[src/rtl/pgwalk_pkg.sv]
package pgwalk_pkg;

    typedef enum logic [2:0] {
        ST_IDLE    = 3'd0,
        ST_FETCH   = 3'd1,
        ST_CHECK   = 3'd2,
        ST_DATA    = 3'd3,
        ST_RESPOND = 3'd4
    } walk_state_e;

    localparam logic CFG_SEL_BASE  = 1'b0;
    localparam logic CFG_SEL_LIMIT = 1'b1;

endpackage

[src/rtl/pgwalk_cfg.sv]
module pgwalk_cfg #(
    parameter int AW    = 32,
    parameter int OFF_W = 12,
    localparam int IDX_W = AW - OFF_W,
    localparam int LIM_W = IDX_W + 1
) (
    input  logic             clk,
    input  logic             rst_n,
    input  logic             idle,
    input  logic             cfg_we,
    input  logic             cfg_sel,
    input  logic [AW-1:0]    cfg_wdata,
    output logic [AW-3:0]    base_word,
    output logic [LIM_W-1:0] limit
);
    import pgwalk_pkg::*;

    typedef struct packed {
        logic [AW-3:0]    base;
        logic [LIM_W-1:0] limit;
    } cfg_t;

    cfg_t cfg_d, cfg_q;

    always_comb begin
        cfg_d = cfg_q;
        if (cfg_we && idle) begin
            if (cfg_sel == CFG_SEL_BASE) begin
                cfg_d.base = cfg_wdata[AW-1:2];
            end else begin
                cfg_d.limit = cfg_wdata[LIM_W-1:0];
            end
        end
    end

    always_ff @(posedge clk or negedge rst_n) begin
        if (!rst_n) begin
            cfg_q <= '0;
        end else begin
            cfg_q <= cfg_d;
        end
    end

    assign base_word = cfg_q.base;
    assign limit     = cfg_q.limit;

    logic unused_cfg_low;
    assign unused_cfg_low = ^cfg_wdata[1:0];

    // writes outside idle leave both registers untouched
    a_r8_cfg_ignored_busy: assert property (@(posedge clk) disable iff (!rst_n)
        (cfg_we && !idle) |=> ($stable(base_word) && $stable(limit)));

endmodule

[src/rtl/pgwalk_xlate.sv]
module pgwalk_xlate #(
    parameter int AW    = 32,
    parameter int OFF_W = 12,
    localparam int IDX_W = AW - OFF_W,
    localparam int LIM_W = IDX_W + 1,
    localparam int WA_W  = AW - 2,
    localparam int OWD_W = OFF_W - 2
) (
    input  logic [WA_W-1:0]  base_word,
    input  logic [LIM_W-1:0] limit,
    input  logic [IDX_W-1:0] chk_idx,
    input  logic [WA_W-1:0]  lin_word,
    input  logic [IDX_W-1:0] frame,
    output logic             out_of_range,
    output logic [WA_W-1:0]  entry_waddr,
    output logic [WA_W-1:0]  data_waddr
);
    logic [IDX_W-1:0] held_idx;
    logic [OWD_W-1:0] held_off;

    always_comb begin
        held_idx     = lin_word[WA_W-1:OWD_W];
        held_off     = lin_word[OWD_W-1:0];
        out_of_range = ({1'b0, chk_idx} >= limit);
        entry_waddr  = base_word + {{(WA_W-IDX_W){1'b0}}, held_idx};
        data_waddr   = {frame, held_off};
    end

endmodule

[src/rtl/pgwalk_fsm.sv]
module pgwalk_fsm #(
    parameter int AW    = 32,
    parameter int OFF_W = 12,
    localparam int IDX_W = AW - OFF_W,
    localparam int WA_W  = AW - 2
) (
    input  logic             clk,
    input  logic             rst_n,
    input  logic             req_valid,
    input  logic             req_write,
    input  logic [WA_W-1:0]  req_word,
    input  logic [AW-1:0]    req_wdata,
    input  logic             out_of_range,
    input  logic [WA_W-1:0]  entry_waddr,
    input  logic [WA_W-1:0]  data_waddr,
    output logic             idle,
    output logic             req_ready,
    output logic             rsp_valid,
    output logic             rsp_fault,
    output logic [AW-1:0]    rsp_rdata,
    output logic             mem_req,
    output logic             mem_we,
    output logic [WA_W-1:0]  mem_addr,
    output logic [AW-1:0]    mem_wdata,
    input  logic             mem_ack,
    input  logic [AW-1:0]    mem_rdata,
    output logic [WA_W-1:0]  lin_word,
    output logic [IDX_W-1:0] frame
);
    import pgwalk_pkg::*;

    typedef struct packed {
        walk_state_e      st;
        logic [WA_W-1:0]  lin;
        logic             wr;
        logic [AW-1:0]    wdata;
        logic [IDX_W-1:0] frame;
        logic             present;
        logic [AW-1:0]    rdata;
        logic             fault;
    } walk_t;

    walk_t w_d, w_q;

    always_comb begin
        w_d = w_q;
        case (w_q.st)
            ST_IDLE: begin
                if (req_valid) begin
                    w_d.lin     = req_word;
                    w_d.wr      = req_write;
                    w_d.wdata   = req_wdata;
                    w_d.rdata   = '0;
                    w_d.present = 1'b0;
                    w_d.fault   = out_of_range;
                    w_d.st      = out_of_range ? ST_RESPOND : ST_FETCH;
                end
            end
            ST_FETCH: begin
                if (mem_ack) begin
                    w_d.frame   = mem_rdata[AW-1:OFF_W];
                    w_d.present = mem_rdata[0];
                    w_d.st      = ST_CHECK;
                end
            end
            ST_CHECK: begin
                if (w_q.present) begin
                    w_d.st = ST_DATA;
                end else begin
                    w_d.fault = 1'b1;
                    w_d.st    = ST_RESPOND;
                end
            end
            ST_DATA: begin
                if (mem_ack) begin
                    if (!w_q.wr) begin
                        w_d.rdata = mem_rdata;
                    end
                    w_d.st = ST_RESPOND;
                end
            end
            ST_RESPOND: begin
                w_d.st = ST_IDLE;
            end
            default: begin
                w_d.st = ST_IDLE;
            end
        endcase
    end

    always_ff @(posedge clk or negedge rst_n) begin
        if (!rst_n) begin
            w_q    <= '0;
            w_q.st <= ST_IDLE;
        end else begin
            w_q <= w_d;
        end
    end

    assign idle      = (w_q.st == ST_IDLE);
    assign req_ready = idle;
    assign rsp_valid = (w_q.st == ST_RESPOND);
    assign rsp_fault = w_q.fault;
    assign rsp_rdata = w_q.rdata;
    assign mem_req   = (w_q.st == ST_FETCH) || (w_q.st == ST_DATA);
    assign mem_we    = (w_q.st == ST_DATA) && w_q.wr;
    assign mem_addr  = (w_q.st == ST_DATA) ? data_waddr : entry_waddr;
    assign mem_wdata = w_q.wdata;
    assign lin_word  = w_q.lin;
    assign frame     = w_q.frame;

    // bus outputs frozen while a transfer waits
    a_r9_bus_hold: assert property (@(posedge clk) disable iff (!rst_n)
        (mem_req && !mem_ack) |=> (mem_req && $stable(mem_addr)
                                   && $stable(mem_we) && $stable(mem_wdata)));

    // accepting only when nothing is in flight
    a_r7_ready_quiet: assert property (@(posedge clk) disable iff (!rst_n)
        req_ready |-> (!mem_req && !rsp_valid));

    // ready drops right after an accept
    a_r7_ready_drops: assert property (@(posedge clk) disable iff (!rst_n)
        (req_valid && req_ready) |=> !req_ready);

    // response is a single-cycle pulse
    a_r10_rsp_pulse: assert property (@(posedge clk) disable iff (!rst_n)
        rsp_valid |=> !rsp_valid);

    // out-of-range request answers next cycle with a fault
    a_r4_range_fault: assert property (@(posedge clk) disable iff (!rst_n)
        (req_valid && req_ready && out_of_range) |=> (rsp_valid && rsp_fault && !mem_req));

    // a bus write is only ever the data access
    a_r6_write_is_data: assert property (@(posedge clk) disable iff (!rst_n)
        mem_we |-> (mem_req && $past(!mem_req)) || (mem_req && $past(mem_we)));

endmodule

[src/rtl/pgwalk_top.sv]
module pgwalk_top #(
    parameter int AW    = 32,
    parameter int OFF_W = 12,
    localparam int IDX_W = AW - OFF_W,
    localparam int LIM_W = IDX_W + 1,
    localparam int WA_W  = AW - 2
) (
    input  logic            clk,
    input  logic            rst_n,
    input  logic            cfg_we,
    input  logic            cfg_sel,
    input  logic [AW-1:0]   cfg_wdata,
    input  logic            req_valid,
    output logic            req_ready,
    input  logic            req_write,
    input  logic [AW-1:0]   req_addr,
    input  logic [AW-1:0]   req_wdata,
    output logic            rsp_valid,
    output logic            rsp_fault,
    output logic [AW-1:0]   rsp_rdata,
    output logic            mem_req,
    output logic            mem_we,
    output logic [WA_W-1:0] mem_addr,
    output logic [AW-1:0]   mem_wdata,
    input  logic            mem_ack,
    input  logic [AW-1:0]   mem_rdata
);
    logic             idle;
    logic [WA_W-1:0]  base_word;
    logic [LIM_W-1:0] limit;
    logic             out_of_range;
    logic [WA_W-1:0]  entry_waddr;
    logic [WA_W-1:0]  data_waddr;
    logic [WA_W-1:0]  lin_word;
    logic [IDX_W-1:0] frame;

    logic unused_req_low;
    assign unused_req_low = ^req_addr[1:0];

    pgwalk_cfg #(.AW(AW), .OFF_W(OFF_W)) u_cfg (
        .clk       (clk),
        .rst_n     (rst_n),
        .idle      (idle),
        .cfg_we    (cfg_we),
        .cfg_sel   (cfg_sel),
        .cfg_wdata (cfg_wdata),
        .base_word (base_word),
        .limit     (limit)
    );

    pgwalk_xlate #(.AW(AW), .OFF_W(OFF_W)) u_xlate (
        .base_word    (base_word),
        .limit        (limit),
        .chk_idx      (req_addr[AW-1:OFF_W]),
        .lin_word     (lin_word),
        .frame        (frame),
        .out_of_range (out_of_range),
        .entry_waddr  (entry_waddr),
        .data_waddr   (data_waddr)
    );

    pgwalk_fsm #(.AW(AW), .OFF_W(OFF_W)) u_fsm (
        .clk          (clk),
        .rst_n        (rst_n),
        .req_valid    (req_valid),
        .req_write    (req_write),
        .req_word     (req_addr[AW-1:2]),
        .req_wdata    (req_wdata),
        .out_of_range (out_of_range),
        .entry_waddr  (entry_waddr),
        .data_waddr   (data_waddr),
        .idle         (idle),
        .req_ready    (req_ready),
        .rsp_valid    (rsp_valid),
        .rsp_fault    (rsp_fault),
        .rsp_rdata    (rsp_rdata),
        .mem_req      (mem_req),
        .mem_we       (mem_we),
        .mem_addr     (mem_addr),
        .mem_wdata    (mem_wdata),
        .mem_ack      (mem_ack),
        .mem_rdata    (mem_rdata),
        .lin_word     (lin_word),
        .frame        (frame)
    );

endmodule

[config.mk]
export PLATFORM = sky130hd
export DESIGN_NAME = pgwalk_top
export DESIGN_NICKNAME = d
export VERILOG_FILES = /design/src/rtl/pgwalk_pkg.sv /design/src/rtl/pgwalk_cfg.sv /design/src/rtl/pgwalk_xlate.sv /design/src/rtl/pgwalk_fsm.sv /design/src/rtl/pgwalk_top.sv
export SDC_FILE = /design/constraint.sdc
export NUM_CORES = 1
export LEC_CHECK = 0
export ABC_AREA = 1
export ABC_CLOCK_PERIOD_IN_PS = 2300
export BUFFER_PORTS_ARGS = -buffer_cell sky130_fd_sc_hd__buf_4
export CAP_MARGIN = 30
export CORE_MARGIN = 2
export CORE_UTILIZATION = 35
export DETAILED_ROUTE_END_ITERATION = 6
export PLACE_DENSITY = 0.61
export REMOVE_ABC_BUFFERS = 1
export SYNTH_ARGS = -nofsm -noshare
export SYNTH_HDL_FRONTEND = slang
export SYNTH_HIERARCHICAL = 1
export SYNTH_SLANG_ARGS = --single-unit
[constraint.sdc]
create_clock -name clk -period 2.3 [get_ports clk]
set_input_delay 0.115 -clock clk [delete_from_list [all_inputs] [get_ports clk]]
set_output_delay 0.115 -clock clk [all_outputs]
set_load 0.02 [all_outputs]
### After elaboration in Yosys (flattened, before gate mapping)

Cells that the tools add are included.
Widths: inputs -> output; s select.

* logic and storage cells: 52
* output and inout port bits: 99
* bits of input ports: 135
* register bits after elaboration: 171

* multiplexer cells: 15
* $add $sub $neg: 1
* reductions and logical operators: 15
* order comparisons: 1
* bitwise operators: 1
* eq/ne operators: 9

Operator list (count)
* $mux 66: 1
* $mux 32: 2
* $pmux 32 s2: 1
* $mux 34: 1
* $add 30x20->30: 1
* $mux 30: 1
* $ge 20x21->1: 1
* $mux 3: 4
* $pmux 3 s4: 1
* $ne 2x2->1 const B: 5
* $reduce_and 3->1: 3
* $reduce_and 2->1: 4
* $eq 3x2->1 const B: 2
* $reduce_bool 2->1: 3
* $pmux 1 s2: 2
* $reduce_and 4->1: 1
* $eq 3x1->1 const B: 1
* $eq 3x3->1 const B: 1
* $logic_not 3->1: 1
* $logic_and 1x1->1: 2
* $mux 1: 2
* $logic_or 1x1->1: 1
* $not 1->1: 1

### Logic depth before layout (Yosys ltp)

Gate-level depths: netlist (run 1).

* word-level depth: 4
* gate-level depth with buffers: 15
* mapped depth without buffers: 14

### Cells and area by module

The synthesis (run 1) kept the hierarchy.

Modules (own cells, without submodules)
* pgwalk_fsm: cells an instance 755, area each 5983.2 µm², times used 1, seq. area each 3002.9 µm²
* pgwalk_xlate: cells an instance 508, area each 2685.1 µm², times used 1, seq. area each 0.0 µm²
* pgwalk_cfg: cells an instance 229, area each 2114.5 µm², times used 1, seq. area each 1276.2 µm²

### Least setup slack after synthesis (run 1)

Ideal clock, no wire load.

* kind: reg2out
* start point: reg u_fsm.w_q (netlist bit u_fsm/lin_word[10])
* end point: out mem_addr[14]
* setup slack: 0.268 ns
* data required time: 2.185 ns
* stages on the path, launching flop included: 15
* arrival time: 1.917 ns
* path buffers: 1
* cells stage by stage: dfrtp_1 buf_4 ha_1 inv_1 fa_1 inv_1 nand3_1 nand3_2 nand2_1 nand2_1 nand3_1 a21o_1 nand2_1 nand2_1 nand2_1

* word-level cells in the longest chain between the ends: 2

Ends and longest elaborated chain
* start, declared: RTL line pgwalk_fsm.sv:43 `walk_t w_d, w_q;`
* start signal, assigned: RTL line pgwalk_fsm.sv:96 `w_q <= w_d;`
* $add 30x20->30: RTL line pgwalk_xlate.sv:25 `entry_waddr = base_word + {{(WA_W-IDX_W){1'b0}}, held_idx};`
* named net entry_waddr[14]: RTL line pgwalk_top.sv:32 `logic [WA_W-1:0] entry_waddr;`
* $mux 30: RTL line pgwalk_fsm.sv:107 `assign mem_addr = (w_q.st == ST_DATA) ? data_waddr : entry_waddr;`
* end, declared: RTL line pgwalk_top.sv:23 `output logic [WA_W-1:0] mem_addr,`

The timed path passes the listed nets, and every way through them passes these cells.

### Worst setup path after layout (run 1)

* start point: reg u_fsm.w_q (netlist bit u_fsm/lin_word[10])
* end point: out mem_addr[16]

The elaborated chain is that of the path after synthesis.

==> results.sh, run 1 <==
export IMPL_power_leakage_nw=7.89
export IMPL_final_max_slew_viol_count=0
export IMPL_diode_insertion_count_for_antenna_repair=0
export IMPL_final_cells=2128
export IMPL_rsz0062_at_grt="yes"
export IMPL_synth_seq_cells=171
export IMPL_critPathCaptureType="output pin"
export IMPL_grt_start_max_net_pins=63
export IMPL_detailroute_wirelength_met3_mm=1.63
export IMPL_grt_first_pass_wirelength_mm=52.7
export IMPL_port_buffers=231
export IMPL_synthDistinctLibCells=29
export IMPL_core_region_area_mm2=0.0304
export IMPL_area_growth_pct=36.5
export IMPL_drc=0
export IMPL_setup_viol=20
export IMPL_place_detailed_instances=1936
export IMPL_path_max_fanout=4
export IMPL_timing_critical_path_mode_cell="nand2_1"
export IMPL_layout_nets=1896
export IMPL_postSynthCellCount=1492
export IMPL_first_global_vias=10288
export IMPL_maxUsedRoutingLayer="met4"
export IMPL_setup_total_negative_slack_ps=-1690
export IMPL_worst_hold_path_type="in -> reg"
export IMPL_timing_max_cap_violations=0
export IMPL_initial_utilization_pct=35.4
export IMPL_finalHoldViolations=0
export IMPL_root_cell_of_the_clock_tree="clkbuf_16"
export IMPL_wp_buf_inv=3
export IMPL_fin_worst_skew_ps=8.91
export IMPL_vdd_drop_max_uv=989
export IMPL_crit_arrival_ps=2320
export IMPL_grt_antenna_before_repair=0
export IMPL_routed_wl_met2_mm=15.8
export IMPL_dieHeight_um=180
export IMPL_drt_vias_per_instance=4.74
export IMPL_cp_start_kind="flip-flop"
export IMPL_nFillCells=3028
export IMPL_first_pass_iters=7
export IMPL_floorplan_die_width_um=180
export IMPL_synthesis_area_mm2=0.0108
export IMPL_drt_wirelength_per_cell_um=15.0
export IMPL_period_minus_slack_ps=2440
export IMPL_slew_headroom_pct=50.1
export IMPL_via_count=10095
export IMPL_grt_use_total_pct=19.8
export IMPL_yosysWarningCount=6
export IMPL_floorplan_rows=64
export IMPL_floorplan_io_pins=234
export IMPL_synthesized_area_per_cell_um2=7.23
export IMPL_timing_final_ws_setup_ps=-138
export IMPL_antenna_violating_nets_post_route=0
export IMPL_total_power_mw=21.4
export IMPL_critical_path_slowest_cell="dfrtp_1"
export IMPL_postRouteWirelength_mm=31.9
export IMPL_worst_setup_path_class="reg -> out"
export IMPL_grt_overflow_total=0
export IMPL_detailed_place_hpwl_mm=21.9
export IMPL_pwr_dens_mw_per_mm2=1450
export IMPL_first_iter_violations=649
export IMPL_post_route_cells_drive_above_1_share_pct=26.7
export IMPL_clock_sink_count=171
export IMPL_met1_layer_wirelength_in_the_final_routing_mm=13.8
export IMPL_fp_dieArea_mm2=0.0322
export IMPL_gpl_final_weighted_congestion=0.895
export IMPL_cts_reportedPaths_clkPinSlew_ps=70
export IMPL_max_freq_mhz=410
export IMPL_cp_slowest_stage_delay_ps=360
export IMPL_crit_family="simple AND/OR/NAND/NOR gates"
export IMPL_clk_insertion_delay_late_ps=440
export IMPL_cts_inserted_buffers=17
export IMPL_worst_pin_slew_ps=744
export IMPL_worstPathRequired_ps=2180
export IMPL_clock_tree_from_tritoncts="done"
export IMPL_layout_worst_path_cycle_share_pct=106
export IMPL_worstPathCellList="ha_2, inv_2, fa_2, inv_2, nand3_2, nand3_4, nand2_2, nand3_4, nand3_2, nand2_1, nand2_1, nand2_1, nand2_1, nand2_2, buf_6"
export IMPL_seq_area_frac_synth_pct=39.7
export IMPL_ctsHtreeMaxLevel=4
export IMPL_failed_checks="setup timing"
export IMPL_max_clock_path_buffers=2
export IMPL_outcome="finished, violations left"
export IMPL_fin_hold_ws_ps=71.7
## tightest hold or removal path: cells and delay by family
kind	cells	cell delay [ps]
buffers and inverters	2	200
and+or+nand+nor	2	140
## metal layers
| metal | track usage (%) | vias up |
|---|---|---|
| met5 | 0 | - |
| li1 | - | 4987 |
| met3 | 3.55 | 51 |
| met1 | 25.3 | 4759 |
| met2 | 34.3 | 298 |
| met4 | 6.02 | 0 |
## cell type report
class / instances / area (um^2) / share of cell area, %
Clock buffer: 18 / 429 / 2.92
Clock inverter: 13 / 143 / 0.969
Inverter: 118 / 443 / 3.01
Multi-Input combinational cell: 999 / 5360 / 36.4
Sequential cell: 171 / 4280 / 29.1
Tap cell: 396 / 495 / 3.37
Timing Repair Buffer: 413 / 3570 / 24.2
## stage by stage
step | area (um^2) | setup slack [ps] | utilization (%)
after floorplan | 9400 | -871 | -
after global placement | 11800 | 125 | 38.9
after detailed placement | 11800 | 98.9 | 38.9
after CTS | 14500 | -181 | 47.7
after global routing | 14700 | -312 | 48.4
final | 14700 | -138 | 48.4
## cell families (layout without fill, tap and decap cells)
logic type	count (synthesis)	after routing	synth area share, %
compound gates	37	37	1.86
simple gates	908	908	35.6
fa+ha+maj	41	41	4.83
buf+inv	322	562	17.0
flops	171	171	39.7
xor+xnor	13	13	1.06
## where the power goes
group	switching, mW	internal (mW)	leakage (nW)
Combinational	7.81	5.44	5.45
Clock	1.32	1.60	0.266
Sequential	0.966	4.23	2.18
## what timing repair did
| action | CTS | global route |
|---|---|---|
| hold buffers | 129 | 0 |
| pin swaps | 67 | 25 |
| gates resized for setup | 141 | 35 |
| endpoints found under the hold margin | 218 | 0 |
| setup buffers | 21 | 12 |
| endpoints found under the setup margin | 25 | 26 |
## Yosys cell counts
| cell type | n | share of area, % |
|---|---|---|
| nand3_1 | 42 | 1.9 |
| nand2_1 | 697 | 24 |
| xnor2_1 | 1 | 0.081 |
| fa_1 | 1 | 0.19 |
| inv_2 | 3 | 0.10 |
| nor3_1 | 5 | 0.23 |
| nand4_1 | 99 | 5.7 |
| o21ai_0 | 7 | 0.32 |
| nor2_4 | 2 | 0.21 |
| clkinv_1 | 1 | 0.035 |
| buf_2 | 31 | 1.4 |
| o21ai_1 | 2 | 0.093 |
| clkbuf_1 | 18 | 0.63 |
| o21a_1 | 2 | 0.14 |
| nor2_2 | 12 | 0.70 |
| xor2_1 | 12 | 0.97 |
| buf_4 | 155 | 11 |
| nand2_2 | 8 | 0.46 |
| inv_1 | 114 | 4.0 |
| nor3_2 | 3 | 0.28 |
| a21oi_1 | 22 | 1.0 |
| o21bai_1 | 2 | 0.14 |
| nand3_2 | 5 | 0.46 |
| ha_1 | 40 | 4.6 |
| a21o_1 | 2 | 0.14 |
| and2_1 | 1 | 0.058 |
| nor2_1 | 32 | 1.1 |
| dfrtp_1 | 171 | 40 |
| nand3b_1 | 2 | 0.14 |
## worst paths after layout
| path | slack [ps] | cells after the start | end | from |
|---|---|---|---|---|
| max | -140 | 15 | mem_addr[16] | u_fsm/lin_word[10] |
| min | 70 | 4 | u_fsm/w_q[117] | mem_ack |
| max reg2reg | 250 | 12 | u_fsm/rsp_fault | u_cfg/limit[19] |
| min reg2reg | 470 | 2 | u_fsm/rsp_rdata[24] | u_fsm/rsp_rdata[24] |
| max in group asynchronous | 1270 | 3 | u_fsm/mem_wdata[9] | rst_n |
| min in group asynchronous | 210 | 2 | u_fsm/rsp_rdata[2] | rst_n |
## registers in the layout, indices dropped and copies added (netlist names)
signal,flops
u_fsm/frame,20
u_fsm/lin_word,30
u_fsm/rsp_fault,1
u_fsm/mem_wdata,32
u_cfg/limit,21
u_fsm/rsp_rdata,32
u_fsm/w_q,5
u_cfg/base_word,30
## cell usage in the layout, fill, tap and decap left out, drive strengths merged, types with 3 or more instances in the layout
cell type    netlist  layout
dlygate4sd3        0     129
nor2              46      46
nand2            705     705
a21oi             22      22
nor3               8       8
clkinv             1       3
inv              117     121
nand3             47      47
buf              186     284
clkinvlp           0       5
nand4             99      99
clkbuf            18      18
ha                40      40
xor2              12      12
o21ai              9       9
dfrtp            171     171
(Power assumes the default switching activity.)
==> inputs of run 2 (changes only) <==
--- a/config.mk
+++ b/config.mk
@@ -14,6 +14,7 @@
 export DETAILED_ROUTE_END_ITERATION = 6
 export PLACE_DENSITY = 0.61
 export REMOVE_ABC_BUFFERS = 1
+export SETUP_SLACK_MARGIN = 0.3
 export SYNTH_ARGS = -nofsm -noshare
 export SYNTH_HDL_FRONTEND = slang
 export SYNTH_HIERARCHICAL = 1
==> run 2 against run 1 <==
  * The run still ends with setup timing left
  * Sequential power about the same
  * Maximum frequency decreased by 0.64%
  * Clock power about the same
  * Critical endpoint unchanged
  * Largest power group unchanged
  * Critical path type unchanged
  * Largest cell class unchanged
  * Core utilization increased by 0.53 points
==> results.sh, run 2 (synthesis gave the netlist of run 1 again) <==
export IMPL_total_power_mw=21.7
export IMPL_drc=0
export IMPL_core_region_area_mm2=0.0304
export IMPL_hold_path_depth=4
export IMPL_crit_arrival_ps=2340
export IMPL_fp_dieArea_mm2=0.0322
export IMPL_crit_reg2reg_launch="u_cfg/limit[16]"
export IMPL_area_growth_pct=38.0
export IMPL_cts_inserted_buffers=17
export IMPL_crit_family="simple AND/OR/NAND/NOR gates"
export IMPL_detailed_place_hpwl_mm=21.9
export IMPL_initial_utilization_pct=35.4
export IMPL_diode_insertion_count_for_antenna_repair=0
export IMPL_final_seq_area_mm2=0.00428
export IMPL_dieHeight_um=180
export IMPL_postRouteWirelength_mm=32.0
export IMPL_clock_sink_count=171
export IMPL_grt_first_pass_wirelength_mm=52.8
export IMPL_worstPathCellList="ha_2, inv_2, fa_2, inv_2, nand3_2, nand3_4, nand2_2, nand3_4, nand3_2, nand2_1, nand2_1, nand2_1, nand2_1, nand2_2, buf_6"
export IMPL_clock_tree_from_tritoncts="done"
export IMPL_port_buffers=231
export IMPL_final_max_slew_viol_count=0
export IMPL_worst_hold_path_type="in -> reg"
export IMPL_timing_hold_worst_endpoint="u_fsm/w_q[117]"
export IMPL_first_global_vias=10315
export IMPL_layout_worst_path_cycle_share_pct=107
export IMPL_slew_headroom_pct=55.5
export IMPL_timing_final_ws_setup_ps=-154
export IMPL_floorplan_io_pins=234
export IMPL_clk_insertion_delay_late_ps=440
export IMPL_ctsHtreeMaxLevel=4
export IMPL_final_cells=2127
export IMPL_period_minus_slack_ps=2450
export IMPL_grt_antenna_before_repair=0
export IMPL_worst_pin_slew_ps=667
export IMPL_cts_reportedPaths_clkPinSlew_ps=70
export IMPL_gpl_final_weighted_congestion=0.895
export IMPL_critPathCaptureType="output pin"
export IMPL_place_detailed_instances=1936
export IMPL_grt_use_total_pct=19.9
export IMPL_vdd_drop_max_uv=989
export IMPL_max_freq_mhz=407
export IMPL_timing_max_cap_violations=0
export IMPL_worst_setup_path_class="reg -> out"
export IMPL_failed_checks="setup timing"
export IMPL_ff2ff_setup_slack_ps=380
export IMPL_commonest_cells_after_routing_fill_and_taps_aside="638 x nand2_1, 246 x buf_4, 170 x dfrtp_1, 129 x dlygate4sd3_1, 101 x inv_1"
export IMPL_final_common_cell="nand2_1"
export IMPL_finalHoldViolations=0
export IMPL_worst_r2r_path_depth=11
export IMPL_outcome="finished, violations left"
export IMPL_multi_input_area_mm2=0.00549
export IMPL_max_clock_path_buffers=2
export IMPL_critical_path_slowest_cell="dfrtp_1"
export IMPL_drt_vias_per_instance=4.74
export IMPL_nFillCells=2996
export IMPL_grt_start_max_net_pins=63
export IMPL_layout_nets=1895
export IMPL_first_iter_violations=700
export IMPL_power_leakage_nw=7.90
export IMPL_worstPathRequired_ps=2180
export IMPL_path_max_fanout=4
export IMPL_floorplan_die_width_um=180
export IMPL_cp_slowest_stage_delay_ps=360
export IMPL_post_route_cells_drive_above_1_share_pct=28.1
export IMPL_floorplan_rows=64
export IMPL_grt_overflow_total=0
export IMPL_fin_worst_skew_ps=8.20
export IMPL_cp_start_kind="flip-flop"
export IMPL_root_cell_of_the_clock_tree="clkbuf_16"
export IMPL_first_pass_iters=5
export IMPL_setup_viol=19
export IMPL_timing_critical_path_mode_cell="nand2_1"
export IMPL_critical_path_reg2reg_endpoint="u_fsm/rsp_fault"
export IMPL_wp_buf_inv=3
export IMPL_via_count=10084
export IMPL_antenna_violating_nets_post_route=0
export IMPL_pwr_dens_mw_per_mm2=1460
export IMPL_timing_hold_worst_start="mem_ack"
export IMPL_drt_wirelength_per_cell_um=15.1
export IMPL_rsz0062_at_grt="yes"
run 2: per-stage QoR:
step	hold WS, ps	util (%)	setup WS [ps]	setup TNS, ps	cell area, um^2
after detailed placement	134	38.9	98.9	0	11800
after global placement	127	38.9	125	0	11800
final	70.4	48.9	-154	-1670	14900
after global routing	77.9	48.9	-319	-5150	14900
after floorplan	-181	-	-871	-91260	9400
after CTS	57.0	47.9	-181	-1900	14600
run 2: where the power goes:
part | switching [mW] | internal (mW)
sequential | 0.969 | 4.23
clock | 1.33 | 1.60
combinational | 7.93 | 5.65
total | 10.2 | 11.5
run 2: layer usage:
metal	share of wire, %	track usage, %
met5	0	0
met3	4.8	3.79
met1	43	25.3
met2	50	34.5
met4	2.0	5.53
run 2: final cells by class:
cell class	instances	area share (%)
clock buffers	18	2.88
repair buffers	412	24.1
flip-flops and latches	171	28.8
well taps	396	3.33
clock inverters	13	0.959
inverters	118	3.02
multi-input cells	999	36.9
run 2: worst register-to-register path: cells and delay by family (launching register included):
| family | cells | cell delay [ps] |
|---|---|---|
| compound gates | 4 | 330 |
| flops | 1 | 380 |
| buf+inv | 1 | 100 |
| fa+ha+maj | 1 | 220 |
| simple gates | 5 | 770 |
run 2: how the worst max path moves through the flow:
stage,to,depth (start not counted),start,slack (ps)
final,mem_addr[16],15,u_fsm/lin_word[10],-150
after global routing,mem_addr[14],14,u_fsm/lin_word[10],-320
after CTS,mem_addr[8],12,u_fsm/lin_word[10],-180
after detailed placement,mem_addr[16],15,u_fsm/lin_word[10],100
after global placement,mem_addr[16],15,u_cfg/base_word[0],130
after floorplan,u_fsm/w_q[86],4,u_fsm/w_q[118],-870
run 2: what timing repair did:
item / CTS / global route
setup buffers: 22 / 9
pin swaps: 80 / 26
gates resized for setup: 154 / 57
hold buffers: 129 / 0
endpoints found under the hold margin: 218 / 0
endpoints found under the setup margin: 29 / 34
